--- src/rtl/txidle_pkg.sv ---
package txidle_pkg;
   typedef enum logic {
      MODE_IDLE = 1'b0,
      MODE_DATA = 1'b1
   } txi_mode_e;

   localparam logic [1:0] SIZE_CODE_8  = 2'b00;
   localparam logic [1:0] SIZE_CODE_16 = 2'b01;
endpackage

--- src/rtl/txidle_pattern_sel.sv ---
module txidle_pattern_sel #(
   parameter int BYTE_W    = 8,
   parameter int CTRL_W    = 16,
   parameter int PRE_BIT   = 6,
   parameter int SIZE_LSB  = 4,
   parameter bit WIDE_IDLE = 1'b1,
   localparam int PAT_W    = 2 * BYTE_W,
   localparam int CNT_W    = $clog2(PAT_W)
) (
   input  logic [CTRL_W-1:0] ctl_i,
   input  logic [BYTE_W-1:0] lo_i,
   input  logic [BYTE_W-1:0] hi_i,
   output logic [PAT_W-1:0]  pat_o,
   output logic [CNT_W-1:0]  len_m1_o
);
   import txidle_pkg::*;

   logic wide;

   generate
      if (WIDE_IDLE) begin : g_wide
         assign wide = !ctl_i[PRE_BIT] && (ctl_i[SIZE_LSB +: 2] == SIZE_CODE_16);
      end else begin : g_narrow
         logic unused_sel;
         assign unused_sel = ^{ctl_i[PRE_BIT], ctl_i[SIZE_LSB +: 2]};
         assign wide = 1'b0;
      end
   endgenerate

   always_comb begin
      if (wide) begin
         pat_o    = {hi_i, lo_i};
         len_m1_o = CNT_W'(PAT_W - 1);
      end else begin
         pat_o    = {{BYTE_W{1'b0}}, lo_i};
         len_m1_o = CNT_W'(BYTE_W - 1);
      end
   end

   logic unused_ctl;
   assign unused_ctl = ^ctl_i;
endmodule

--- src/rtl/txidle_shifter.sv ---
module txidle_shifter #(
   parameter int PAT_W = 16,
   localparam int CNT_W = $clog2(PAT_W)
) (
   input  logic             clk,
   input  logic             rst_n,
   input  logic             run_i,
   input  logic             bit_en_i,
   input  logic [PAT_W-1:0] pat_i,
   input  logic [CNT_W-1:0] len_m1_i,
   input  logic             data_ready_i,
   input  logic             data_bit_i,
   output logic             take_o,
   output logic             line_o
);
   import txidle_pkg::*;

   logic [PAT_W-1:0] sh_q;
   logic [CNT_W-1:0] cnt_q;
   txi_mode_e        mode_q;
   logic             line_q;
   logic             boundary;

   assign boundary = (cnt_q == '0);
   assign take_o   = run_i && bit_en_i && boundary && data_ready_i;
   assign line_o   = line_q;

   always_ff @(posedge clk or negedge rst_n) begin
      if (!rst_n) begin
         line_q <= 1'b1;
         sh_q   <= '0;
         cnt_q  <= '0;
         mode_q <= MODE_IDLE;
      end else if (!run_i) begin
         line_q <= 1'b1;
         cnt_q  <= '0;
         mode_q <= MODE_IDLE;
      end else if (bit_en_i) begin
         if (boundary) begin
            if (data_ready_i) begin
               mode_q <= MODE_DATA;
               line_q <= data_bit_i;
            end else begin
               mode_q <= MODE_IDLE;
               line_q <= pat_i[0];
               sh_q   <= pat_i >> 1;
               cnt_q  <= len_m1_i;
            end
         end else begin
            line_q <= sh_q[0];
            sh_q   <= sh_q >> 1;
            cnt_q  <= cnt_q - 1'b1;
         end
      end
   end

   assert_mark_when_off_R1: assert property (@(posedge clk) disable iff (!rst_n)
      !run_i |=> line_o);

   assert_hold_between_en_R9: assert property (@(posedge clk) disable iff (!rst_n)
      (run_i && !bit_en_i) |=> $stable(line_o));

   assert_count_steps_R7: assert property (@(posedge clk) disable iff (!rst_n)
      (run_i && bit_en_i && cnt_q != '0) |=> (cnt_q == $past(cnt_q) - 1'b1));

   assert_no_mid_handover_R8: assert property (@(posedge clk) disable iff (!rst_n)
      (run_i && bit_en_i && cnt_q != '0) |=> (mode_q == MODE_IDLE));
endmodule

--- src/rtl/txidle_gen.sv ---
module txidle_gen #(
   parameter int BYTE_W    = 8,
   parameter int CTRL_W    = 16,
   parameter int EN_BIT    = 1,
   parameter int RST_BIT   = 2,
   parameter int SIZE_LSB  = 4,
   parameter int PRE_BIT   = 6,
   parameter bit WIDE_IDLE = 1'b1
) (
   input  logic              clk,
   input  logic              rst_n,
   input  logic [CTRL_W-1:0] ctl_word_i,
   input  logic [BYTE_W-1:0] idle_lo_i,
   input  logic [BYTE_W-1:0] pre_hi_i,
   input  logic              bit_en_i,
   input  logic              data_ready_i,
   input  logic              data_bit_i,
   output logic              data_take_o,
   output logic              line_o
);
   localparam int PAT_W = 2 * BYTE_W;
   localparam int CNT_W = $clog2(PAT_W);

   initial begin
      assert (BYTE_W >= 2);
      assert (EN_BIT < CTRL_W && RST_BIT < CTRL_W && PRE_BIT < CTRL_W);
      assert (SIZE_LSB + 1 < CTRL_W);
   end

   logic             run;
   logic [PAT_W-1:0] pat;
   logic [CNT_W-1:0] len_m1;

   assign run = ctl_word_i[EN_BIT] && !ctl_word_i[RST_BIT];

   txidle_pattern_sel #(
      .BYTE_W(BYTE_W), .CTRL_W(CTRL_W), .PRE_BIT(PRE_BIT),
      .SIZE_LSB(SIZE_LSB), .WIDE_IDLE(WIDE_IDLE)
   ) u_sel (
      .ctl_i(ctl_word_i), .lo_i(idle_lo_i), .hi_i(pre_hi_i),
      .pat_o(pat), .len_m1_o(len_m1)
   );

   txidle_shifter #(.PAT_W(PAT_W)) u_shift (
      .clk(clk), .rst_n(rst_n), .run_i(run), .bit_en_i(bit_en_i),
      .pat_i(pat), .len_m1_i(len_m1), .data_ready_i(data_ready_i),
      .data_bit_i(data_bit_i), .take_o(data_take_o), .line_o(line_o)
   );

   assert_preamble_short_R5: assert property (@(posedge clk) disable iff (!rst_n)
      ctl_word_i[PRE_BIT] |-> (len_m1 == CNT_W'(BYTE_W - 1)));
endmodule

--- config.mk ---
export PLATFORM = sky130hd
export DESIGN_NAME = txidle_gen
export DESIGN_NICKNAME = d
export VERILOG_FILES = /design/src/rtl/txidle_pkg.sv /design/src/rtl/txidle_pattern_sel.sv /design/src/rtl/txidle_shifter.sv /design/src/rtl/txidle_gen.sv
export SDC_FILE = /design/constraint.sdc
export NUM_CORES = 1
export LEC_CHECK = 0
export CAP_MARGIN = 20
export CELL_PAD_IN_SITES_DETAIL_PLACEMENT = 2
export CELL_PAD_IN_SITES_GLOBAL_PLACEMENT = 2
export CORE_UTILIZATION = 30
export DETAILED_ROUTE_END_ITERATION = 16
export GPL_TIMING_DRIVEN = 0
export PLACE_DENSITY = 0.83
export SLEW_MARGIN = 25
export SYNTH_ARGS = -nofsm -noshare
export SYNTH_HDL_FRONTEND = slang
export SYNTH_SLANG_ARGS = --single-unit
--- constraint.sdc ---
create_clock -name clk -period 3.62 [get_ports clk]
set_input_delay 0.362 -clock clk [delete_from_list [all_inputs] [get_ports clk]]
set_output_delay 0.362 -clock clk [all_outputs]
set_load 0.02 [all_outputs]
==> results of run 1 <==
-- how the worst min path moves through the flow --
stage               slack, ns              from          endpoint
floorplan                0.07             rst_n  u_shift.cnt_q[0]
global placement         0.47  u_shift.sh_q[10]  u_shift.sh_q[10]
detailed placement       0.48   u_shift.sh_q[8]   u_shift.sh_q[8]
CTS                      0.34          bit_en_i  u_shift.cnt_q[0]
global route            0.004             rst_n  u_shift.sh_q[12]
finish                  -0.01             rst_n   u_shift.sh_q[9]
-- cell usage in the layout (no fill, tap or decap) --
master | synthesis | layout
a2111oi_0 | 1 | 1
a211o_1 | 1 | 1
a211o_2 | 1 | 1
a21oi_1 | 4 | 4
a21oi_2 | 1 | 1
a311oi_1 | 1 | 1
and3_1 | 1 | 1
buf_12 | 1 | 1
buf_2 | 1 | 2
buf_6 | 1 | 1
clkbuf_1 | 1 | 1
clkbuf_4 | 0 | 3
clkbuf_8 | 0 | 1
clkdlybuf4s50_1 | 0 | 25
dfrtp_1 | 19 | 19
dfstp_2 | 1 | 1
ha_1 | 1 | 1
inv_1 | 5 | 5
mux2_2 | 13 | 13
mux2_4 | 3 | 3
mux2i_1 | 8 | 8
nand2_1 | 4 | 4
nand2b_1 | 2 | 2
nand3b_1 | 1 | 1
nand4bb_1 | 1 | 1
nor2_1 | 1 | 1
nor3b_1 | 2 | 2
nor4_1 | 1 | 1
nor4b_1 | 1 | 1
o21ai_0 | 1 | 1
o21bai_1 | 1 | 1
o21bai_2 | 1 | 1
o2bb2ai_1 | 7 | 7
o31ai_1 | 1 | 1
or3b_1 | 1 | 1
-- synth_stat cells, types with 2 or more instances --
cell type  count
nand2b_1       2
dfrtp_1       19
mux2_4         3
nor3b_1        2
o2bb2ai_1      7
mux2i_1        8
a21oi_1        4
mux2_2        13
inv_1          5
nand2_1        4
-- through the flow --
step	util	total power, uW	hold slack [ns]	setup WS [ns]
after floorplan	-	392	0.0664	1.69
after global placement	0.414	441	0.472	1.23
after detailed placement	0.414	453	0.478	1.16
after CTS	0.425	592	0.343	1.09
after global routing	0.423	618	0.00389	1.00
final	0.423	583	-0.0123	1.12
-- report_power, final --
group | internal [uW] | leakage [uW] | switching [uW] | total, uW
Sequential | 268 | 0.000257 | 24.7 | 292
Clock | 61.4 | 0.0000210 | 76.7 | 138
Combinational | 96.8 | 0.000316 | 56.2 | 153
Total | 426 | 0.000594 | 158 | 583
-- worst reg2reg max path, stage by stage (launching register included) --
cell	delay (ns)
dfrtp_1	0.45
inv_1	0.08
ha_1	0.23
or3b_1	0.40
buf_6	0.17
buf_12	0.15
mux2_4	0.29
mux2_2	0.26
-- per-layer routing --
metal | vias to the layer above | global-route usage
li1 | 390 | -
met1 | 416 | 0.182
met2 | 17 | 0.289
met3 | 4 | 0.0255
met4 | 0 | 0.0610
met5 | - | 0
-- final cells by class --
type	instances	area [um^2]
Buffer	4	40.0
Sequential cell	20	502
Multi-Input combinational cell	60	537
Tap cell	46	57.6
Clock buffer	4	36.3
Inverter	5	18.8
Timing Repair Buffer	26	255
Fill cell	371	1970
-- flip-flops by register name, summed over array words and instances (netlist names) --
register / count
u_shift.line_o: 1
u_shift.sh_q: 15
u_shift.cnt_q: 4
-- kinds of logic (layout without fill, tap and decap cells) --
group | Yosys count | after routing | synth area share
flip-flops | 20 | 20 | 0.457
AND/OR/NAND/NOR | 15 | 15 | 0.0867
multiplexers | 24 | 24 | 0.247
buffers and inverters | 9 | 39 | 0.0536
adder cells (fa/ha/maj) | 1 | 1 | 0.0114
AO/OA/AOI/OAI | 20 | 20 | 0.144
==> metrics.md, run 1 <==
| Metric | Value |
|---|---|
| Mean post-synth cell area | `12.3 um^2` |
| Hold Crit Class | `in2async` |
| CTS tree | `done` |
| Synth unique cells | `32` |
| Clk root buf | `clkbuf_4` |
| Clock Sinks | `20` |
| Fin cells | `165` |
| Number of remaining DRC errors | `0` |
| RSZ-0062 raised after global routing | `no` |
| DP Area | `1420 um^2` |
| Proportion of layout cells with a drive suffix above 1 | `0.235` |
| Die Span Y | `62.5 um` |
| Drt wl/cell | `16.7 um` |
| Worst R2R Path Depth | `7` |
| Worst setup EP type | `output pin` |
| Final #Nets | `158` |
| Hold_buf cts | `0` |
| PostCTS Resize Cnt | `0` |
| Routed WL | `2.75 mm` |
| Vias in the first global route | `972` |
| Post-synthesis to final-layout area growth | `31.8%` |
| Leakage | `0.000594 uW` |
| Post-synth EDFFs | `0` |
| Setup Viol. Count Final | `0` |
| Pre-antenna DRT Iters | `2` |
| CP Buf/Inv Count | `2` |
| Worst-path clk slew | `0.13 ns` |
| Top Layer Used | `met4` |
| Relative slew margins | `0.652` |
| Period utilization | `0.691` |
| Total track usage | `0.158` |
| CP Launch Type | `register` |
| CTS buffer count | `3` |
| Starting Density | `0.321` |
| Stages on the worst setup path | `5` |
| Share of the synthesized area in the top cell type | `0.433` |
| Max Clk Rate | `400 MHz` |
| Asr flop ratio synth | `1.00` |
| Mapped Cells | `89` |
| Antenna violations before repair | `0` |
| I/O Pins | `39` |
| Sequential share of the synthesized area | `0.457` |
| Post-CTS setup buffer count | `0` |
| Wl on met1 | `1.17 mm` |
| Routed via count | `827` |
| Crit-path max cell delay | `0.63 ns` |
| Starting DRT DRC Count | `28` |
| Outcome | `complete, but fails checks` |
| Gr ovfl total | `0` |
| Clk_lat worst skew | `0.31 ns` |
| Synth area leader | `dfrtp_1` |
| Placeable Area | `3420 um^2` |
| Final clock skew | `0.00282 ns` |
| Slew @ Worst Pin | `0.520 ns` |
| H-tree depth | `1` |
| Failing checks | `negative hold slack` |
| Crit-path slowest cell | `clkdlybuf4s50_1` |
| Cell row count | `21` |
| Max Root-Sink Buffers | `2` |
| Die ar. | `3900 um^2` |
| WS Path Type | `reg2out` |
| Final hold vios | `19` |
| Routed wl met2 | `1.46 mm` |
| CP top delay family | `buffers and inverters` |
| Net Count, Synth | `127` |
| Synth Register Bits | `20` |
| Worst Path Max Fanout | `5` |
| Worst reg-to-reg setup slack | `1.49 ns` |
| Worst hold slack | `-0.0123 ns` |
| N_diodes | `0` |
| Cell area after synthesis | `1100 um^2` |
| Max Cap Viol | `0` |
| Final Max Slew Viols | `0` |
| Routability cong. | `0.685` |
| Wire length on met3 | `86 um` |
| Final setup TNS | `0 ns` |
| Worst Path Arrival | `2.14 ns` |
| First-pass GRT wire length | `4.66 mm` |
| Via density | `5.01` |
| Hpwl dp | `2.11 mm` |
| Final antenna-violating net count | `0` |
| YS warnings | `0` |
| Worst Setup EP | `data_take_o` |
| Tmin final | `2.50 ns` |
| Main area contributors after synthesis | `dfrtp_1, mux2_2, mux2i_1, o2bb2ai_1, mux2_4` |
| Die width | `62.5 um` |
| Reg-to-Reg End | `u_shift.sh_q[6]` |
| Final instance area | `1450 um^2` |
| Port-buffer cells | `26` |
| Pwr Density | `403 nW/um^2` |
| Crit path cell chain | `inv_1 -> ha_1 -> nand4bb_1 -> nor2_1 -> clkdlybuf4s50_1` |
| FF-to-FF Start | `u_shift.cnt_q[0]` |
| WP data required | `3.26 ns` |
| Largest net degree at the start of global routing | `21` |
| Max VDD drop | `0.000239 V` |
| Crit. Startpoint | `u_shift.cnt_q[0]` |
| Synth Flop Type | `dfrtp_1` |
| Number of instances in the placed design | `161` |
Note: power is estimated with default switching activity, not from simulation.
==> run 2, diff against run 1 <==
--- a/config.mk
+++ b/config.mk
@@ -8,10 +8,10 @@
 export CAP_MARGIN = 20
 export CELL_PAD_IN_SITES_DETAIL_PLACEMENT = 2
 export CELL_PAD_IN_SITES_GLOBAL_PLACEMENT = 2
-export CORE_UTILIZATION = 30
+export CORE_UTILIZATION = 25
 export DETAILED_ROUTE_END_ITERATION = 16
 export GPL_TIMING_DRIVEN = 0
-export PLACE_DENSITY = 0.83
+export PLACE_DENSITY = 0.74
 export SLEW_MARGIN = 25
 export SYNTH_ARGS = -nofsm -noshare
 export SYNTH_HDL_FRONTEND = slang
==> constraint.sdc (replaced) <==
create_clock -name clk -period 2.1 [get_ports clk]
set_input_delay 0.21 -clock clk [delete_from_list [all_inputs] [get_ports clk]]
set_output_delay 0.21 -clock clk [all_outputs]
set_load 0.02 [all_outputs]
==> run 2 against run 1 <==
Net effect: the run now ends clean; clock power increased to 2.9 times the previous value; count of clock-buffer cells in the layout decreased by 1; hold slack improved by 0.28 ns; die area increased by 19%; critical path depth increased by 2; register-to-register slack got worse by 1.4 ns; sequential share of layout area decreased by 1.9 points; global-route usage decreased by 1.6 points.
==> metrics.md, run 2 (synthesis results as in run 1) <==
| Metric | Value |
|---|---|
| Outcome | `complete, no violations` |
| Worst Path Arrival | `2.18 ns` |
| Hpwl dp | `2.11 mm` |
| WS Path Type | `reg2reg` |
| Number of remaining DRC errors | `0` |
| Clk_lat worst skew | `0.26 ns` |
| Die width | `68.3 um` |
| Final #Nets | `160` |
| Die Span Y | `68.3 um` |
| Max Cap Viol | `0` |
| Period utilization | `0.962` |
| CTS tree | `done` |
| CTS buffer count | `3` |
| Max Root-Sink Buffers | `2` |
| Total track usage | `0.142` |
| RSZ-0062 raised after global routing | `no` |
| Max Clk Rate | `495 MHz` |
| Worst Setup Slack, final | `0.0793 ns` |
| Max VDD drop | `0.000419 V` |
| Most flops, register | `u_shift.sh_q` |
| Routed WL | `2.84 mm` |
| Placeable Area | `4120 um^2` |
| Final hold vios | `0` |
| Commonest non-fill, non-tap cell in the layout | `clkdlybuf4s50_1` |
| N_diodes | `0` |
| Drt wl/cell | `16.6 um` |
| I/O Pins | `39` |
| Final antenna-violating net count | `0` |
| Routed via count | `841` |
| Hold Crit Class | `in2reg` |
| Pwr Density | `765 nW/um^2` |
| Starting Density | `0.267` |
| Antenna violations before repair | `0` |
| Gr ovfl total | `0` |
| Worst setup EP type | `register` |
| Pre-antenna DRT Iters | `5` |
| Clk root buf | `clkbuf_8` |
| Most frequent cells in the layout | `clkdlybuf4s50_1, dfrtp_1, mux2_2` |
| Setup Viol. Count Final | `0` |
| Max reg flops | `15` |
| Port-buffer cells | `26` |
| Vias in the first global route | `977` |
| WP data required | `2.25 ns` |
| Proportion of layout cells with a drive suffix above 1 | `0.264` |
| Routability cong. | `0.739` |
| Final clock skew | `0.00113 ns` |
| Final setup TNS | `0 ns` |
| Via density | `4.92` |
| Leakage | `0.000627 uW` |
| Worst Path Max Fanout | `10` |
| Worst-path clk slew | `0.08 ns` |
| Post-synthesis to final-layout area growth | `39.6%` |
| Worst slack at placement | `-0.00740 ns` |
| Slew @ Worst Pin | `0.548 ns` |
| CP Launch Type | `register` |
| H-tree depth | `1` |
| First-pass GRT wire length | `4.74 mm` |
| Clock Sinks | `20` |
| Largest net degree at the start of global routing | `21` |
| Relative slew margins | `0.634` |
| Cell row count | `23` |
| Tmin final | `2.02 ns` |
| Starting DRT DRC Count | `23` |
| Die ar. | `4660 um^2` |
| Final Max Slew Viols | `0` |
==> run 2: cell count changes in the layout (fill, tap and decap cells not counted) <==
| cell | change |
|---|---|
| nand4bb_4 | +1 |
| ha_1 | -1 |
| clkbuf_4 | -3 |
| ha_4 | +1 |
| inv_1 | -1 |
| clkbuf_8 | +2 |
| dlygate4sd2_1 | +1 |
| dlygate4sd3_1 | +1 |
| buf_4 | +1 |
| bufinv_16 | +1 |
| clkdlybuf4s50_1 | -1 |
| nand4bb_1 | -1 |
| inv_2 | +1 |
==> run 2: repair_timing <==
action,in CTS,in global routing
endpoints found under the setup margin,3,2
buffers inserted,0,1
hold endpoints to repair,0,19
gates resized for setup,4,1
hold buffers,0,1
==> run 2: through the flow <==
step	utilization	instance area (um^2)	instances	total power [uW]	hold WS [ns]
6_report	0.372	1530	171	1170	0.271
5_1_grt	0.372	1530	171	1240	0.292
4_1_cts	0.369	1520	169	1190	0.269
3_5_place_dp	0.345	1420	165	781	0.483
3_3_place_gp	0.345	1420	165	762	0.474
2_1_floorplan	-	1100	89	676	-0.0856
==> run 2: final timing paths <==
path | from | to | slack [ns] | cells past startpoint
hold reg to reg | u_shift.sh_q[11] | u_shift.sh_q[11] | 0.50 | 1
min in group asynchronous | rst_n | u_shift.cnt_q[1] | 0.45 | 2
max in group asynchronous | rst_n | u_shift.line_o | 1.30 | 2
setup reg to reg | u_shift.cnt_q[1] | u_shift.sh_q[5] | 0.08 | 7
setup / recovery | u_shift.cnt_q[1] | u_shift.sh_q[5] | 0.08 | 7
hold / removal | bit_en_i | u_shift.cnt_q[0] | 0.27 | 2
==> run 2: layer usage <==
layer | vias to the layer above | routed length (um) | global-route usage
li1 | 393 | - | -
met1 | 424 | 1210 | 0.165
met2 | 19 | 1480 | 0.259
met3 | 5 | 117 | 0.0350
met4 | 0 | 31 | 0.0313
met5 | - | 0 | 0
==> run 2: critical path, cell delays in order (launching register included) <==
cell	delay [ns]
dfrtp_1	0.42
inv_2	0.09
ha_4	0.17
or3b_1	0.39
buf_6	0.16
buf_12	0.15
mux2_4	0.29
mux2_4	0.25
==> run 2: cell type report <==
| class | count | area, um^2 |
|---|---|---|
| plain buffers | 4 | 40.0 |
| clock buffers | 3 | 41.3 |
| clock inverters | 1 | 30.0 |
| fillers | 436 | 2580 |
| inverters | 5 | 18.8 |
| multi-input cells | 60 | 566 |
| flip-flops and latches | 20 | 502 |
| well taps | 50 | 62.6 |
| repair buffers | 28 | 272 |
==> run 2: power by group <==
group          leakage [uW]  switching, uW  total, uW  internal, uW
Sequential         0.000257           42.0        504           462
Combinational      0.000334            100        274           174
Clock             0.0000357            140        394           255
Total              0.000627            282       1170           890
==> run 3, diff against run 2 <==
--- a/config.mk
+++ b/config.mk
@@ -10,7 +10,6 @@
 export CELL_PAD_IN_SITES_GLOBAL_PLACEMENT = 2
 export CORE_UTILIZATION = 25
 export DETAILED_ROUTE_END_ITERATION = 16
-export GPL_TIMING_DRIVEN = 0
 export PLACE_DENSITY = 0.74
 export SLEW_MARGIN = 25
 export SYNTH_ARGS = -nofsm -noshare
==> run 3 against run 2 <==
Net effect: die area unchanged; largest power group unchanged; combinational power decreased by 2%; clock skew increased by 0.0029 ns.
==> metrics.md, run 3 (synthesis results as in run 1) <==
| Metric | Value |
|---|---|
| Routed WL | `2.85 mm` |
| WS Path Type | `reg2reg` |
| CP Launch Type | `register` |
| Hold_buf cts | `0` |
| Most frequent cells in the layout | `clkdlybuf4s50_1, dfrtp_1, mux2_2` |
| Largest net degree at the start of global routing | `21` |
| Relative slew margins | `0.649` |
| Clk root buf | `clkbuf_8` |
| Post-CTS setup buffer count | `0` |
| Final Max Slew Viols | `0` |
| Final hold vios | `0` |
| Final setup TNS | `0 ns` |
| Leakage | `0.000640 uW` |
| Worst Path Max Fanout | `8` |
| Die width | `68.3 um` |
| Routed via count | `851` |
| Cell row count | `23` |
| Worst-path clk slew | `0.08 ns` |
| CTS tree | `done` |
| Max Clk Rate | `508 MHz` |
| Pre-antenna DRT Iters | `4` |
| Placeable Area | `4120 um^2` |
| First-pass GRT wire length | `4.51 mm` |
| Final #Nets | `163` |
| Worst setup EP type | `register` |
| I/O Pins | `39` |
| Most flops, register | `u_shift.sh_q` |
| Max reg flops | `15` |
| Vias in the first global route | `907` |
| Outcome | `complete, no violations` |
| Final clock skew | `0.00399 ns` |
| H-tree depth | `1` |
| Clock Sinks | `20` |
| N_diodes | `0` |
| CTS buffer count | `3` |
| Max VDD drop | `0.000452 V` |
| Tmin final | `1.97 ns` |
| Proportion of layout cells with a drive suffix above 1 | `0.266` |
| Routability cong. | `0.700` |
| Starting DRT DRC Count | `27` |
| Max Cap Viol | `0` |
| Number of remaining DRC errors | `0` |
| Final antenna-violating net count | `0` |
| Period utilization | `0.937` |
| Antenna violations before repair | `0` |
| Post-synthesis to final-layout area growth | `37.6%` |
| Gr ovfl total | `0` |
| Commonest non-fill, non-tap cell in the layout | `clkdlybuf4s50_1` |
| Max Root-Sink Buffers | `2` |
| Worst slack at placement | `0.0362 ns` |
| Hold Crit Class | `in2async` |
| Clk_lat worst skew | `0.26 ns` |
| Port-buffer cells | `27` |
| Slew @ Worst Pin | `0.526 ns` |
| Die Span Y | `68.3 um` |
| Setup Viol. Count Final | `0` |
| Worst Setup Slack, final | `0.133 ns` |
| RSZ-0062 raised after global routing | `no` |
| Starting Density | `0.267` |
| Die ar. | `4660 um^2` |
| Pwr Density | `708 nW/um^2` |
| WP data required | `2.24 ns` |
| Drt wl/cell | `16.4 um` |
| FILL cells | `440` |
| Via density | `4.89` |
| Worst Path Arrival | `2.11 ns` |
| Total track usage | `0.135` |
| Hpwl dp | `2.10 mm` |
run 3: final timing paths:
| path | startpoint | end | slack [ns] | cells past startpoint |
|---|---|---|---|---|
| max | u_shift.cnt_q[1] | u_shift.sh_q[4] | 0.13 | 6 |
| min | rst_n | u_shift.cnt_q[1] | 0.30 | 2 |
| max reg2reg | u_shift.cnt_q[1] | u_shift.sh_q[4] | 0.13 | 6 |
| min reg2reg | u_shift.sh_q[9] | u_shift.sh_q[9] | 0.50 | 1 |
| max in group asynchronous | rst_n | u_shift.line_o | 1.53 | 2 |
| min in group clk | u_shift.sh_q[9] | u_shift.sh_q[9] | 0.50 | 1 |
run 3: worst max-delay path, cell delays in order, from the launching register on:
cell	delay (ns)
dfrtp_1	0.39
inv_1	0.08
ha_1	0.24
nor3b_1	0.16
buf_4	0.16
a21oi_2	0.43
mux2_2	0.40
run 3: per-stage QoR:
step | hold slack (ns) | total power [uW] | std cells | util | instance area [um^2]
after detailed placement | 0.480 | 781 | 170 | 0.352 | 1450
final | 0.300 | 1070 | 174 | 0.367 | 1510
after floorplan | -0.0856 | 676 | 89 | - | 1100
after CTS | 0.304 | 1090 | 174 | 0.366 | 1510
after global routing | 0.310 | 1130 | 174 | 0.367 | 1510
after global placement | 0.474 | 763 | 170 | 0.352 | 1450
run 3: cell type report:
| cell class | instances | area, um^2 | area share |
|---|---|---|---|
| Clock buffer | 4 | 55.1 | 0.0365 |
| Multi-Input combinational cell | 60 | 539 | 0.357 |
| Sequential cell | 20 | 502 | 0.332 |
| Inverter | 5 | 18.8 | 0.0124 |
| Timing Repair Buffer | 35 | 333 | 0.220 |
| Tap cell | 50 | 62.6 | 0.0414 |
run 3: per-layer routing:
layer	GRT usage	wire length [um]	part of all wire	vias to the layer above
li1	-	-	-	401
met1	0.162	1270	0.44	431
met2	0.239	1460	0.51	19
met3	0.0383	119	0.042	0
met4	0.0234	0	0	0
met5	0	0	0	-
run 3: power breakdown:
part           internal (uW)  switching, uW  total [uW]
combinational            171           97.3         268
clock                    167            131         297
sequential               462           41.6         504
run 3: what timing repair did:
item,in CTS,in global routing
endpoints found under the hold margin,0,0
setup endpoints to repair,0,9
resized for setup,0,2
